<file path="src/rtl/mulr4_pkg.sv">
package mulr4_pkg;

    // Code carried by one 2-bit digit of the multiplier.
    typedef enum logic [1:0] {
        DIG_ZERO  = 2'b00,
        DIG_ONE   = 2'b01,
        DIG_TWO   = 2'b10,
        DIG_THREE = 2'b11
    } dig_sel_e;

    // Number of terms left after `lvl` pairwise folding levels.
    function automatic int level_width(input int n, input int lvl);
        int c;
        c = n;
        for (int i = 0; i < lvl; i++) begin
            c = (c + 1) / 2;
        end
        return c;
    endfunction

    // Folding levels needed to bring n terms down to one.
    function automatic int tree_depth(input int n);
        int c;
        int d;
        c = n;
        d = 0;
        for (int i = 0; i < 32; i++) begin
            if (c > 1) begin
                c = (c + 1) / 2;
                d = d + 1;
            end
        end
        return d;
    endfunction

endpackage

</file>
<file path="src/rtl/mulr4_prep.sv">
// Stage 1: register the triple of A, and delayed A and B beside it.
module mulr4_prep #(
    parameter int A_W = 12,
    parameter int B_W = 12
) (
    input  logic           clk,
    input  logic           rst,
    input  logic [A_W-1:0] a_in,
    input  logic [B_W-1:0] b_in,
    output logic [A_W-1:0] a_q,
    output logic [A_W+1:0] a3_q,
    output logic [B_W-1:0] b_q
);

    logic [A_W+1:0] triple;

    // 3A = A + 2A; the carry chain lives only in this stage
    assign triple = {2'b00, a_in} + {1'b0, a_in, 1'b0};

    always_ff @(posedge clk) begin
        if (rst) begin
            a_q  <= '0;
            a3_q <= '0;
            b_q  <= '0;
        end else begin
            a_q  <= a_in;
            a3_q <= triple;
            b_q  <= b_in;
        end
    end

endmodule

</file>
<file path="src/rtl/mulr4_select.sv">
// Stage 2: one four-way select per 2-bit digit, registered at its weight.
module mulr4_select
    import mulr4_pkg::*;
#(
    parameter  int A_W  = 12,
    parameter  int B_W  = 12,
    localparam int NDIG = B_W / 2,
    localparam int P_W  = A_W + B_W
) (
    input  logic                      clk,
    input  logic                      rst,
    input  logic [A_W-1:0]            a_q,
    input  logic [A_W+1:0]            a3_q,
    input  logic [B_W-1:0]            b_q,
    output logic [NDIG-1:0][P_W-1:0]  pp
);

    for (genvar k = 0; k < NDIG; k++) begin : g_dig
        dig_sel_e       code;
        logic [A_W+1:0] mult;
        logic [P_W-1:0] pq;

        assign code = dig_sel_e'(b_q[2*k +: 2]);

        always_comb begin
            unique case (code)
                DIG_ZERO:  mult = '0;
                DIG_ONE:   mult = {2'b00, a_q};
                DIG_TWO:   mult = {1'b0, a_q, 1'b0};
                DIG_THREE: mult = a3_q;
                default:   mult = '0;
            endcase
        end

        always_ff @(posedge clk) begin
            if (rst) begin
                pq <= '0;
            end else begin
                pq <= P_W'(mult) << (2 * k);
            end
        end

        assign pp[k] = pq;
    end

endmodule

</file>
<file path="src/rtl/mulr4_tree.sv">
// Stages 3..: registered pairwise adder tree, full product width throughout.
module mulr4_tree
    import mulr4_pkg::*;
#(
    parameter int P_W = 24,
    parameter int NIN = 6
) (
    input  logic                     clk,
    input  logic                     rst,
    input  logic [NIN-1:0][P_W-1:0]  terms,
    output logic [P_W-1:0]           total
);

    localparam int DEPTH = tree_depth(NIN);

    for (genvar l = 1; l <= DEPTH; l++) begin : g_lvl
        localparam int CIN  = level_width(NIN, l - 1);
        localparam int COUT = level_width(NIN, l);

        logic [CIN-1:0][P_W-1:0]  din;
        logic [COUT-1:0][P_W-1:0] dq;

        if (l == 1) begin : g_src
            assign din = terms;
        end else begin : g_src
            assign din = g_lvl[l-1].dq;
        end

        for (genvar i = 0; i < COUT; i++) begin : g_node
            logic [P_W-1:0] nsum;
            logic [P_W-1:0] nq;

            if (2 * i + 1 < CIN) begin : g_add
                assign nsum = din[2*i] + din[2*i+1];
            end else begin : g_pass
                assign nsum = din[2*i];
            end

            always_ff @(posedge clk) begin
                if (rst) begin
                    nq <= '0;
                end else begin
                    nq <= nsum;
                end
            end

            assign dq[i] = nq;
        end
    end

    assign total = g_lvl[DEPTH].dq[0];

endmodule

</file>
<file path="src/rtl/mulr4_top.sv">
module mulr4_top
    import mulr4_pkg::*;
#(
    parameter int A_W = 12,
    parameter int B_W = 12
) (
    input  logic                 clk,
    input  logic                 rst,
    input  logic                 in_valid,
    input  logic [A_W-1:0]       a,
    input  logic [B_W-1:0]       b,
    output logic                 out_valid,
    output logic [A_W+B_W-1:0]   p
);

    localparam int NDIG  = B_W / 2;
    localparam int P_W   = A_W + B_W;
    localparam int DEPTH = tree_depth(NDIG);
    localparam int LAT   = 2 + DEPTH;

    logic [A_W-1:0]           a_q;
    logic [A_W+1:0]           a3_q;
    logic [B_W-1:0]           b_q;
    logic [NDIG-1:0][P_W-1:0] pp;
    logic [LAT-1:0]           vld_q;

    mulr4_prep #(.A_W(A_W), .B_W(B_W)) u_prep (
        .clk  (clk),
        .rst  (rst),
        .a_in (a),
        .b_in (b),
        .a_q  (a_q),
        .a3_q (a3_q),
        .b_q  (b_q)
    );

    mulr4_select #(.A_W(A_W), .B_W(B_W)) u_sel (
        .clk  (clk),
        .rst  (rst),
        .a_q  (a_q),
        .a3_q (a3_q),
        .b_q  (b_q),
        .pp   (pp)
    );

    mulr4_tree #(.P_W(P_W), .NIN(NDIG)) u_tree (
        .clk   (clk),
        .rst   (rst),
        .terms (pp),
        .total (p)
    );

    // Strobe travels beside the data, one register per stage
    always_ff @(posedge clk) begin
        if (rst) begin
            vld_q <= '0;
        end else begin
            vld_q <= {vld_q[LAT-2:0], in_valid};
        end
    end

    assign out_valid = vld_q[LAT-1];

endmodule

</file>
<file path="config.mk">
export PLATFORM = sky130hd
export DESIGN_NAME = mulr4_top
export DESIGN_NICKNAME = d
export VERILOG_FILES = /design/src/rtl/mulr4_pkg.sv /design/src/rtl/mulr4_prep.sv /design/src/rtl/mulr4_select.sv /design/src/rtl/mulr4_tree.sv /design/src/rtl/mulr4_top.sv
export SDC_FILE = /design/constraint.sdc
export NUM_CORES = 1
export LEC_CHECK = 0
export BUFFER_PORTS_ARGS = -buffer_cell sky130_fd_sc_hd__clkbuf_2
export CORE_MARGIN = 10
export CORE_UTILIZATION = 51
export CTS_CLUSTER_DIAMETER = 60
export DETAILED_ROUTE_END_ITERATION = 6
export MAX_ROUTING_LAYER = met4
export PLACE_DENSITY = 0.7
export SYNTH_ARGS = -nofsm -noshare
export SYNTH_HDL_FRONTEND = slang
export SYNTH_HIERARCHICAL = 1
export SYNTH_SLANG_ARGS = --single-unit
</file>
<file path="constraint.sdc">
create_clock -name clk -period 2.9 [get_ports clk]
set_clock_uncertainty 0.1 [all_clocks]
set_input_delay 0 -clock clk [delete_from_list [all_inputs] [get_ports clk]]
set_output_delay 0 -clock clk [all_outputs]
set_load 0.01 [all_outputs]
</file>
==> metrics.md, run 1 <==
| Metric | Value |
|---|---|
| Status | `finished, final reports clean` |
| Synth warnings | `6` |
| EDFF count, synth | `0` |
| Crit Reg-Reg Startpoint | `u_tree/g_lvl[1].g_node[0].nq[0]` |
| Clk sinks | `270` |
| CP peak stage delay | `0.38 ns` |
| Cell Int Power | `7.02 mW` |
| Final TNS setup | `0 ns` |
| Drt initial violations | `672` |
| CORE AREA | `0.0280 mm²` |
| Peak supply drop | `0.455 mV` |
| Min-delay src | `b[0]` |
| GRT Resource Usage Total | `0.176` |
| First-pass GRT wire length | `52,400 µm` |
| Setup violations, final | `0` |
| Worst setup startpoint | `u_tree/g_lvl[1].g_node[0].nq[0]` |
| RSZ-0062 raised after global routing | `true` |
| Final Net Count | `1,795` |
| WL per Instance | `15.5 µm` |
| GP Congestion | `0.919` |
| Switch Pwr | `2.45 mW` |
| Worst min path class | `in -> reg` |
| CTS Buffer Depth | `3` |
| Final wirelength | `31,500 µm` |
| Vias in the first global route | `11,017` |
| Num CTS Buffers | `30` |
| Total power | `9.47 mW` |
| Power per cell area | `579 mW/mm²` |
| Cell variety after synth | `80` |
| Wire length on met2 | `14,600 µm` |
| Required time worst endpoint | `3.23 ns` |
| Largest net degree at the start of global routing | `76` |
| Post-synth ARST share | `0` |
| Share of cells above drive strength 1 | `0.105` |
| MaxCap Viol Count | `0` |
| Vias per Instance | `5.42` |
| Clock slew at the register clock pins of the worst setup and hold paths | `0.06 ns` |
| Final ANT Viol Nets | `0` |
| Avg Inst Size Synth | `9.34 µm²` |
| Slowest stage cell on the critical path | `or3_4` |
| Top sig layer | `met4` |
| Final max-slew violation count | `0` |
| Crit path time final | `2.83 ns` |
| Sequential power share | `0.434` |
| Yosys reg bits | `270` |
| Antenna diodes | `0` |
| Chip width | `189 µm` |
| Initial core utilization | `0.522` |
| Comb pwr share | `0.145` |
| Leak | `7.38 nW` |
| Dpl hpwl | `23,500 µm` |
| Die ar. | `0.0358 mm²` |
| Die H | `189 µm` |
| H-tree Lvls | `1` |
| I/O Buffers | `51` |
| Most used flip-flop cell after synthesis | `dfxtp_1` |
| Worst endpoint data arrival time | `3.16 ns` |
| Max transition margin | `0.401` |
| Period utilization | `0.976` |
| IO Pins | `52` |
| Clock latency on the worst-skew pair | `0.55 ns` |
| Root Driver | `clkbuf_16` |
| Syn-to-layout area delta | `11.9%` |
| Final Hold Viols | `0` |
| Final core occ | `0.584` |
| Startpoint Class | `flip-flop` |
| M1 WL | `14,700 µm` |
| Clock share of power | `0.422` |
| Final Instance Count excl. Fillers | `2,035` |
| Gate Count Post-Synth | `1,564` |
| Worst Path Max Fanout | `3` |
| Sw frac | `0.258` |
| Initial antenna violation count | `0` |
| Worst path cell trace | `ha_1, fa_2, a211o_1, a211oi_2, o31ai_2, o211a_1, or3_4, a2bb2oi_2, nor2_1, a211o_1` |
| Drt drc | `0` |
| Cells after DPL | `1,948` |
| Actual slew at the worst max-slew pin | `0.898 ns` |
| Met3 wire length | `1480 µm` |
| CTS tree | `done` |
| Most Frequent Cell on Critical Path | `a211o_1` |
| Num rows | `61` |
| DR vias | `11,029` |
| DR pass1 iterations | `5` |
| Critical path class | `reg -> reg` |
| Fmax | `0.353 GHz` |
| Gr ovfl total | `0` |
| Register area share after synthesis | `0.370` |
| Netlist Area Pre-Place | `0.0146 mm²` |
| CP Capture Type | `flip-flop` |
## layout by cell type (no fill, tap or decap), drive strengths merged, types with 5 or more instances in the layout
master       synthesis  final
a2111oi              7      7
a211o                7      7
a211oi              32     32
a21o                52     52
a21oi              113    113
a31oi               13     13
and2                 5      5
and3                14     14
buf                 92     20
bufinv               0      5
clkbuf              29     86
clkinv               0      7
clkinvlp             0      5
conb                 1     60
dfxtp              270    270
dlygate4sd3          0     30
fa                   6      6
ha                 128    128
inv                 28     30
mux2                11     11
mux2i               78     78
nand2               58     58
nand2b              34     34
nand3               22     22
nand4                7      7
nor2               145    145
nor2b               85     85
nor3                10     10
nor3b                9      9
o211ai              10     10
o21a                16     16
o21ai               51     51
o21bai              13     13
o22ai               55     55
o31ai               10     10
or2                  7      7
or3                 12     12
xnor2               48     48
xor2                43     43
## cell families (layout without fill, tap and decap cells)
kind of cell,after synthesis,after routing,synth area share
adder cells (fa/ha/maj),134,134,0.118
buffers and inverters,149,183,0.0599
flip-flops,270,270,0.370
AND/OR/NAND/NOR,423,423,0.147
multiplexers,89,89,0.0619
AO/OA/AOI/OAI,407,407,0.189
other,1,60,0.000257
XOR/XNOR,91,91,0.0545
## metrics by stage
stage                     cell area (µm²)  worst slack [ns]  hold WS [ns]
after floorplan                     14800             0.152       -0.0284
after global placement              14900           0.00590         0.107
after detailed placement            14900          -0.00225         0.112
after CTS                           16300            0.0242        0.0708
after global routing                16400           -0.0132         0.119
final                               16400            0.0685        0.0997
## routing by layer
| layer | GRT usage | vias to the layer above |
|---|---|---|
| met3 | 0.0250 | 59 |
| li1 | - | 5614 |
| met1 | 0.221 | 5112 |
| met2 | 0.292 | 244 |
| met4 | 0.0452 | 0 |
| met5 | - | - |
## cells in the mapped netlist, drive strengths merged, types with 12 or more instances
cell type | instances | share of area
and3 | 14 | 0.0060
o21a | 16 | 0.0083
nor2 | 145 | 0.037
nor2b | 85 | 0.036
or3 | 12 | 0.0055
a211oi | 32 | 0.018
a21oi | 113 | 0.039
ha | 128 | 0.11
buf | 92 | 0.045
nand2 | 58 | 0.015
xor2 | 43 | 0.026
o21ai | 51 | 0.017
mux2i | 78 | 0.053
a21o | 52 | 0.027
dfxtp | 270 | 0.37
o21bai | 13 | 0.0067
inv | 28 | 0.0072
nand2b | 34 | 0.015
nand3 | 22 | 0.0075
a31oi | 13 | 0.0056
o22ai | 55 | 0.024
xnor2 | 48 | 0.029
clkbuf | 29 | 0.0074
## worst paths after layout
path	end	cells past startpoint	slack (ns)
max	u_tree/g_lvl[2].g_node[0].nq[20]	10	0.07
min	u_prep/b_q[0]	3	0.1
max reg2reg	u_tree/g_lvl[2].g_node[0].nq[20]	10	0.07
min reg2reg	u_tree/g_lvl[2].g_node[1].nq[15]	1	0.33
## critical path, delay by kind of cell, from the launching register on
| family | cells | cell delay [ns] |
|---|---|---|
| AOI/OAI and AO/OA | 6 | 1.29 |
| adders and majority gates | 2 | 0.58 |
| DFF | 1 | 0.30 |
| and+or+nand+nor | 2 | 0.44 |
## flip-flops by register name, summed over array words and instances (netlist names)
name / cells
u_sel/g_dig.pq: 84
u_tree/g_lvl.g_node.nq: 120
u_prep/a_q: 12
u_prep/b_q: 12
u_prep/a3_q: 13
vld_q: 5
u_tree/total: 24
## cell type report
| type | count | area [µm²] |
|---|---|---|
| clock buffer | 36 | 813 |
| clock inverter | 19 | 258 |
| fill | 2447 | 11700 |
| inverter | 28 | 105 |
| multi-input combinational | 1204 | 8590 |
| sequential | 270 | 5410 |
| tap | 378 | 473 |
| timing repair buffer | 100 | 717 |
## power by group through the flow
stage	registers, mW	clock network (mW)	logic (mW)
after floorplan	4.13	0	1.09
after CTS	4.11	4.07	1.32
final	4.10	3.99	1.37
after global placement	4.18	0	1.27
after detailed placement	4.19	0	1.28
after global routing	4.13	4.24	1.53
## what timing repair did
item | in CTS | in global routing
setup buffers | 0 | 2
endpoints found under the hold margin | 70 | 0
pin swaps | 0 | 2
gates resized for setup | 1 | 6
gates cloned | 0 | 0
setup endpoints to repair | 2 | 6
hold buffers | 30 | 0
(Power assumes the default switching activity.)
==> run 2, diff against run 1 <==
- RECOVER_POWER: unset -> 25
==> metrics.md, run 2 (synthesis results as in run 1) <==
| Metric | Value |
|---|---|
| Comb pwr share | `0.143 (-0.002)` |
| CTS Buffer Depth | `3 (unchanged)` |
| Largest net degree at the start of global routing | `76 (unchanged)` |
| H-tree Lvls | `1 (unchanged)` |
| Most frequent cells in the layout | `270 x dfxtp_1, 145 x nor2_1, 128 x ha_1, 110 x a21oi_1, 85 x nor2b_1` |
| Antenna diodes | `0 (unchanged)` |
| Period utilization | `0.975 (-0.00151)` |
| CP Capture Type | `flip-flop` |
| Initial antenna violation count | `0 (unchanged)` |
| Status | `finished, final reports clean` |
| Slowest stage cell on the critical path | `or3_4` |
| Final wirelength | `31,500 µm (about the same)` |
| Sequential power share | `0.434 (about the same)` |
| GRT Resource Usage Total | `0.176 (unchanged)` |
| Actual slew at the worst max-slew pin | `1.48 ns (+0.582 ns)` |
| Chip width | `189 µm (unchanged)` |
| Fillers | `2,458 (+0.45%)` |
| First-pass GRT wire length | `52,400 µm (unchanged)` |
| Vias in the first global route | `11,017 (unchanged)` |
| Startpoint Class | `flip-flop` |
| Clk sinks | `270 (unchanged)` |
| Leak | `7.28 nW (-1.4%)` |
| RSZ-0062 raised after global routing | `true` |
| Final TNS setup | `0 ns (unchanged)` |
| Clock slew at the register clock pins of the worst setup and hold paths | `0.06 ns (about the same)` |
| Fmax | `0.354 GHz (+0.15%)` |
| DR pass1 iterations | `5 (unchanged)` |
| Syn-to-layout area delta | `11.6%` |
| Root Driver | `clkbuf_16` |
| Final Hold Viols | `0 (unchanged)` |
| CTS tree | `done` |
| Worst Reg-to-Reg Cells | `10 (unchanged)` |
| Max FFs per register | `120 (unchanged)` |
| Crit path time final | `2.83 ns (-0.00437 ns)` |
| Most Frequent Cell on Critical Path | `a211o_1` |
| Final core occ | `0.582 (-0.00205)` |
| Share of cells above drive strength 1 | `0.0881 (-0.0169)` |
| Clock latency on the worst-skew pair | `0.55 ns (about the same)` |
| Worst path cell trace | `ha_1, fa_2, a211o_1, a211oi_2, o31ai_2, o211a_1, or3_4, a2bb2oi_2, nor2_1, a211o_1` |
| Number of buffer and inverter stages on the critical path | `0 (unchanged)` |
| Sw frac | `0.258 (about the same)` |
| Cell Int Power | `7.01 mW (-0.15%)` |
| Final max-slew violation count | `0 (unchanged)` |
| Setup violations, final | `0 (unchanged)` |
| Max transition margin | `0.0136 (-0.387)` |
| CP peak stage delay | `0.38 ns (about the same)` |
| Initial core utilization | `0.522 (unchanged)` |
| IO Pins | `52 (unchanged)` |
| Hold path depth | `3 (unchanged)` |
| Clock share of power | `0.422 (about the same)` |
| Final ANT Viol Nets | `0 (unchanged)` |
| Gr ovfl total | `0 (unchanged)` |
| Drt drc | `0 (unchanged)` |
| Power per cell area | `580 mW/mm² (+0.21%)` |
| Required time worst endpoint | `3.23 ns (about the same)` |
| Crit path max-delay family | `compound AO/OA/AOI/OAI gates` |
| WL per Instance | `15.5 µm (about the same)` |
| Worst Path Max Fanout | `3 (unchanged)` |
| I/O Buffers | `51 (unchanged)` |
| Critical path class | `reg -> reg` |
| Die ar. | `0.0358 mm² (unchanged)` |
| Vias per Instance | `5.43 (+0.24%)` |
| Drt initial violations | `718 (+6.8%)` |
| Register with the most flip-flops | `u_tree/g_lvl.g_node.nq` |
| MaxCap Viol Count | `0 (unchanged)` |
| Num rows | `61 (unchanged)` |
| Worst min path class | `in -> reg` |
| Dpl hpwl | `23,500 µm (unchanged)` |
| Peak supply drop | `0.455 mV (about the same)` |
| GP Congestion | `0.919 (unchanged)` |
| Worst endpoint data arrival time | `3.16 ns (about the same)` |
| Most common cell after layout, fill and taps aside | `dfxtp_1` |
| Num CTS Buffers | `30 (unchanged)` |
| DR vias | `11,055 (+0.24%)` |
| Final Net Count | `1,795 (unchanged)` |
| CORE AREA | `0.0280 mm² (unchanged)` |
| Switch Pwr | `2.44 mW (-0.13%)` |
| Die H | `189 µm (unchanged)` |
| CP Depth | `10 (unchanged)` |
## run 2: layer usage
metal | share of wire | routed length, µm | GRT usage | vias to the layer above
met4 | 0.021 | 647 | 0.0452 | 0
met2 | 0.46 | 14600 | 0.292 | 265
li1 | - | - | - | 5619
met5 | 0 | 0 | - | -
met3 | 0.050 | 1580 | 0.0250 | 59
met1 | 0.47 | 14700 | 0.221 | 5112
## run 2: power by group through the flow
| stage | Combinational, mW | Sequential [mW] | Clock [mW] |
|---|---|---|---|
| after floorplan | 1.09 | 4.13 | 0 |
| final | 1.36 | 4.11 | 3.99 |
| after CTS | 1.32 | 4.11 | 4.07 |
| after global routing | 1.52 | 4.13 | 4.24 |
| after global placement | 1.27 | 4.18 | 0 |
| after detailed placement | 1.28 | 4.19 | 0 |
## run 2: area by class of cell
type                       instances  area (µm²)  share of cell area
clock inverter                    19         258              0.0158
tap                              378         473              0.0290
clock buffer                      36         813              0.0499
sequential                       270        5410               0.332
multi-input combinational       1204        8590               0.527
inverter                          28         105             0.00645
timing repair buffer             100         659              0.0405
## run 2: final timing paths
path	startpoint	to	slack (ns)
min	b[0]	u_prep/b_q[0]	0.1
max reg2reg	u_tree/g_lvl[1].g_node[0].nq[0]	u_tree/g_lvl[2].g_node[0].nq[20]	0.07
min reg2reg	u_tree/g_lvl[1].g_node[2].nq[15]	u_tree/g_lvl[2].g_node[1].nq[15]	0.33
max	u_tree/g_lvl[1].g_node[0].nq[0]	u_tree/g_lvl[2].g_node[0].nq[20]	0.07
## run 2: tightest hold or removal path, delay by kind of cell
family                 cells  cell delay (ns)
buffers and inverters      2             0.61
and+or+nand+nor            1             0.10
## run 2: metrics by stage
step	power (mW)	setup slack, ns	cell area, µm²	std cells	hold slack, ns
after floorplan	5.23	0.152	14800	1623	-0.0284
after global placement	5.45	0.00590	14900	1948	0.107
after detailed placement	5.47	-0.00225	14900	1948	0.112
after CTS	9.50	0.0242	16300	2033	0.0708
after global routing	9.89	-0.0132	16300	2035	0.119
final	9.45	0.0729	16300	2035	0.100
## run 2: timing repair
item,4_1_cts,5_1_grt
endpoints found under the hold margin,70,0
pin swaps,0,2
setup buffers,0,2
setup endpoints to repair,2,6
hold buffers,30,0
gates resized for setup,1,6
==> run 3, diff against run 2 <==
- PLACE_DENSITY: 0.7 -> 0.68
- clock period: 2.9 -> 2.75 ns (I/O delays scaled with it)
==> metrics.md, run 3 (synthesis results as in run 1) <==
| Metric | Value |
|---|---|
| Status | `finished, final reports clean` |
| Final Hold Slack | `0.109 ns (+0.00942 ns)` |
| GR Util met2 | `0.287 (-0.00561)` |
| Clk sinks | `270 (unchanged)` |
| WL per Instance | `15.6 µm (+0.77%)` |
| CTS tree | `done` |
| DR vias | `11,038 (-0.15%)` |
| I/O Buffers | `51 (unchanged)` |
| Leak | `7.35 nW (+0.90%)` |
| Clock slew at the register clock pins of the worst setup and hold paths | `0.06 ns (about the same)` |
| Drt drc | `0 (unchanged)` |
| Num rows | `61 (unchanged)` |
| CP Capture Type | `flip-flop` |
| Final ANT Viol Nets | `0 (unchanged)` |
| Share of cells above drive strength 1 | `0.105 (+0.0167)` |
| Num CTS Buffers | `28 (-6.7%)` |
| First-pass GRT wire length | `52,700 µm (+0.47%)` |
| Crit path time final | `2.71 ns (-0.114 ns)` |
| Met1 usage | `0.228 (+0.00709)` |
| Vias per Instance | `5.39 (-0.74%)` |
| CORE AREA | `0.0280 mm² (unchanged)` |
| Register with the most flip-flops | `u_tree/g_lvl.g_node.nq` |
| DR pass1 iterations | `6 (+1)` |
| Max transition margin | `0.378 (+0.364)` |
| Hold Path End | `u_prep/b_q[5]` |
| Largest net degree at the start of global routing | `95 (+25%)` |
| CTS Buffer Depth | `3 (unchanged)` |
| Worst Reg-to-Reg Cells | `10 (unchanged)` |
| Period utilization | `0.987 (+0.0117)` |
| Peak supply drop | `0.411 mV (-9.8%)` |
| Gr ovfl total | `0 (unchanged)` |
| Top Usage Layer GRT | `met2` |
| GRT Resource Usage Total | `0.177 (+0.00114)` |
| Die H | `189 µm (unchanged)` |
| Root Driver | `clkbuf_16` |
| Final core occ | `0.587 (+0.00523)` |
| R2r setup slk | `0.04 ns (-0.04 ns)` |
| RSZ-0062 raised after global routing | `true` |
| Dpl hpwl | `23,900 µm (+1.6%)` |
| Worst endpoint data arrival time | `3.04 ns (-0.12 ns)` |
| Most common cell after layout, fill and taps aside | `dfxtp_1` |
| Most frequent cells in the layout | `270 x dfxtp_1, 145 x nor2_1, 126 x ha_1, 105 x a21oi_1, 85 x nor2b_1` |
| R2r endpoint | `u_tree/g_lvl[2].g_node[0].nq[20]` |
| MaxCap Viol Count | `0 (unchanged)` |
| Worst min path class | `in -> reg` |
| H-tree Lvls | `1 (unchanged)` |
| Antenna diodes | `0 (unchanged)` |
| Final Hold Viols | `0 (unchanged)` |
| Setup violations, final | `0 (unchanged)` |
| Min-delay src | `b[5]` |
| Drt initial violations | `730 (+1.7%)` |
| M3 GR Usage | `0.0226 (-0.00239)` |
| Fillers | `2,481 (+0.94%)` |
| Vias in the first global route | `10,678 (-3.1%)` |
| Syn-to-layout area delta | `12.6%` |
| Chip width | `189 µm (unchanged)` |
| Max FFs per register | `120 (unchanged)` |
| GP Congestion | `0.897 (-2.4%)` |
| IO Pins | `52 (unchanged)` |
| Die ar. | `0.0358 mm² (unchanged)` |
| Initial antenna violation count | `0 (unchanged)` |
| Fmax | `0.369 GHz (+4.2%)` |
| Crit Reg-Reg Startpoint | `u_tree/g_lvl[1].g_node[0].nq[0]` |
| Initial core utilization | `0.522 (unchanged)` |
| Final wirelength | `31,900 µm (+1.4%)` |
| Actual slew at the worst max-slew pin | `0.932 ns (-0.548 ns)` |
| Hold path depth | `3 (unchanged)` |
| Final Net Count | `1,808 (+0.72%)` |
| Clock latency on the worst-skew pair | `0.55 ns (about the same)` |
| Startpoint Class | `flip-flop` |
| Worst Path Max Fanout | `3 (unchanged)` |
| Power per cell area | `599 mW/mm² (+3.4%)` |
| Critical path class | `reg -> reg` |
| Required time worst endpoint | `3.07 ns (-0.16 ns)` |
| Final max-slew violation count | `0 (unchanged)` |
run 3: metrics by stage:
| stage | area (µm²) | setup slack, ns | std cells | power, mW | setup TNS (ns) |
|---|---|---|---|---|---|
| 6_report | 16400 | 0.0369 | 2047 | 9.86 | 0 |
| 5_1_grt | 16400 | -0.0603 | 2047 | 10.3 | -0.216 |
| 4_1_cts | 16400 | -0.0626 | 2044 | 9.89 | -0.206 |
| 3_5_place_dp | 15000 | -0.116 | 1960 | 5.77 | -0.312 |
| 3_3_place_gp | 15000 | -0.0939 | 1960 | 5.75 | -0.227 |
| 2_1_floorplan | 14800 | 0.00221 | 1623 | 5.51 | 0 |
run 3: cell type report:
class	instances	area [µm²]	area share
multi-input combinational	1204	8660	0.526
sequential	270	5410	0.329
timing repair buffer	115	793	0.0482
clock buffer	30	729	0.0444
tap	378	473	0.0288
clock inverter	22	284	0.0173
inverter	28	105	0.00639
run 3: metal layers:
layer	share of wire	vias up
met1	0.48	5094
met5	0	-
met4	0.022	0
li1	-	5644
met3	0.041	61
met2	0.46	239
run 3: worst max path at each step:
stage                                    start                          endpoint  cells past startpoint  slack, ns
6_report       u_tree/g_lvl[1].g_node[0].nq[0]  u_tree/g_lvl[2].g_node[0].nq[20]                     10       0.04
5_1_grt        u_tree/g_lvl[1].g_node[0].nq[0]  u_tree/g_lvl[2].g_node[0].nq[18]                     11      -0.06
4_1_cts        u_tree/g_lvl[1].g_node[1].nq[0]  u_tree/g_lvl[2].g_node[0].nq[22]                     10      -0.06
3_5_place_dp   u_tree/g_lvl[1].g_node[0].nq[0]  u_tree/g_lvl[2].g_node[0].nq[20]                     10      -0.12
3_3_place_gp   u_tree/g_lvl[1].g_node[0].nq[0]  u_tree/g_lvl[2].g_node[0].nq[20]                     10      -0.09
2_1_floorplan  u_tree/g_lvl[1].g_node[0].nq[0]  u_tree/g_lvl[2].g_node[0].nq[20]                     10      0.002
run 3: critical path, cell delays in order (launching register included):
cell and delay, ns:
dfxtp_1 0.30, ha_2 0.19, fa_2 0.35, a211o_1 0.30, a211oi_2 0.21, o31ai_2 0.12, o211a_1 0.25, or3_4 0.36
a2bb2oi_2 0.15, nor2_1 0.05, a211o_1 0.22
run 3: repair_timing:
item / in CTS / in global routing
gates resized for setup: 8 / 17
setup buffers: 3 / 3
endpoints found under the hold margin: 67 / 0
setup endpoints to repair: 6 / 10
pin swaps: 13 / 15
hold buffers: 29 / 0
run 3: power breakdown:
part	switching (mW)	total [mW]	internal [mW]
combinational	0.816	1.46	0.646
sequential	0.153	4.32	4.17
clock	1.58	4.07	2.49
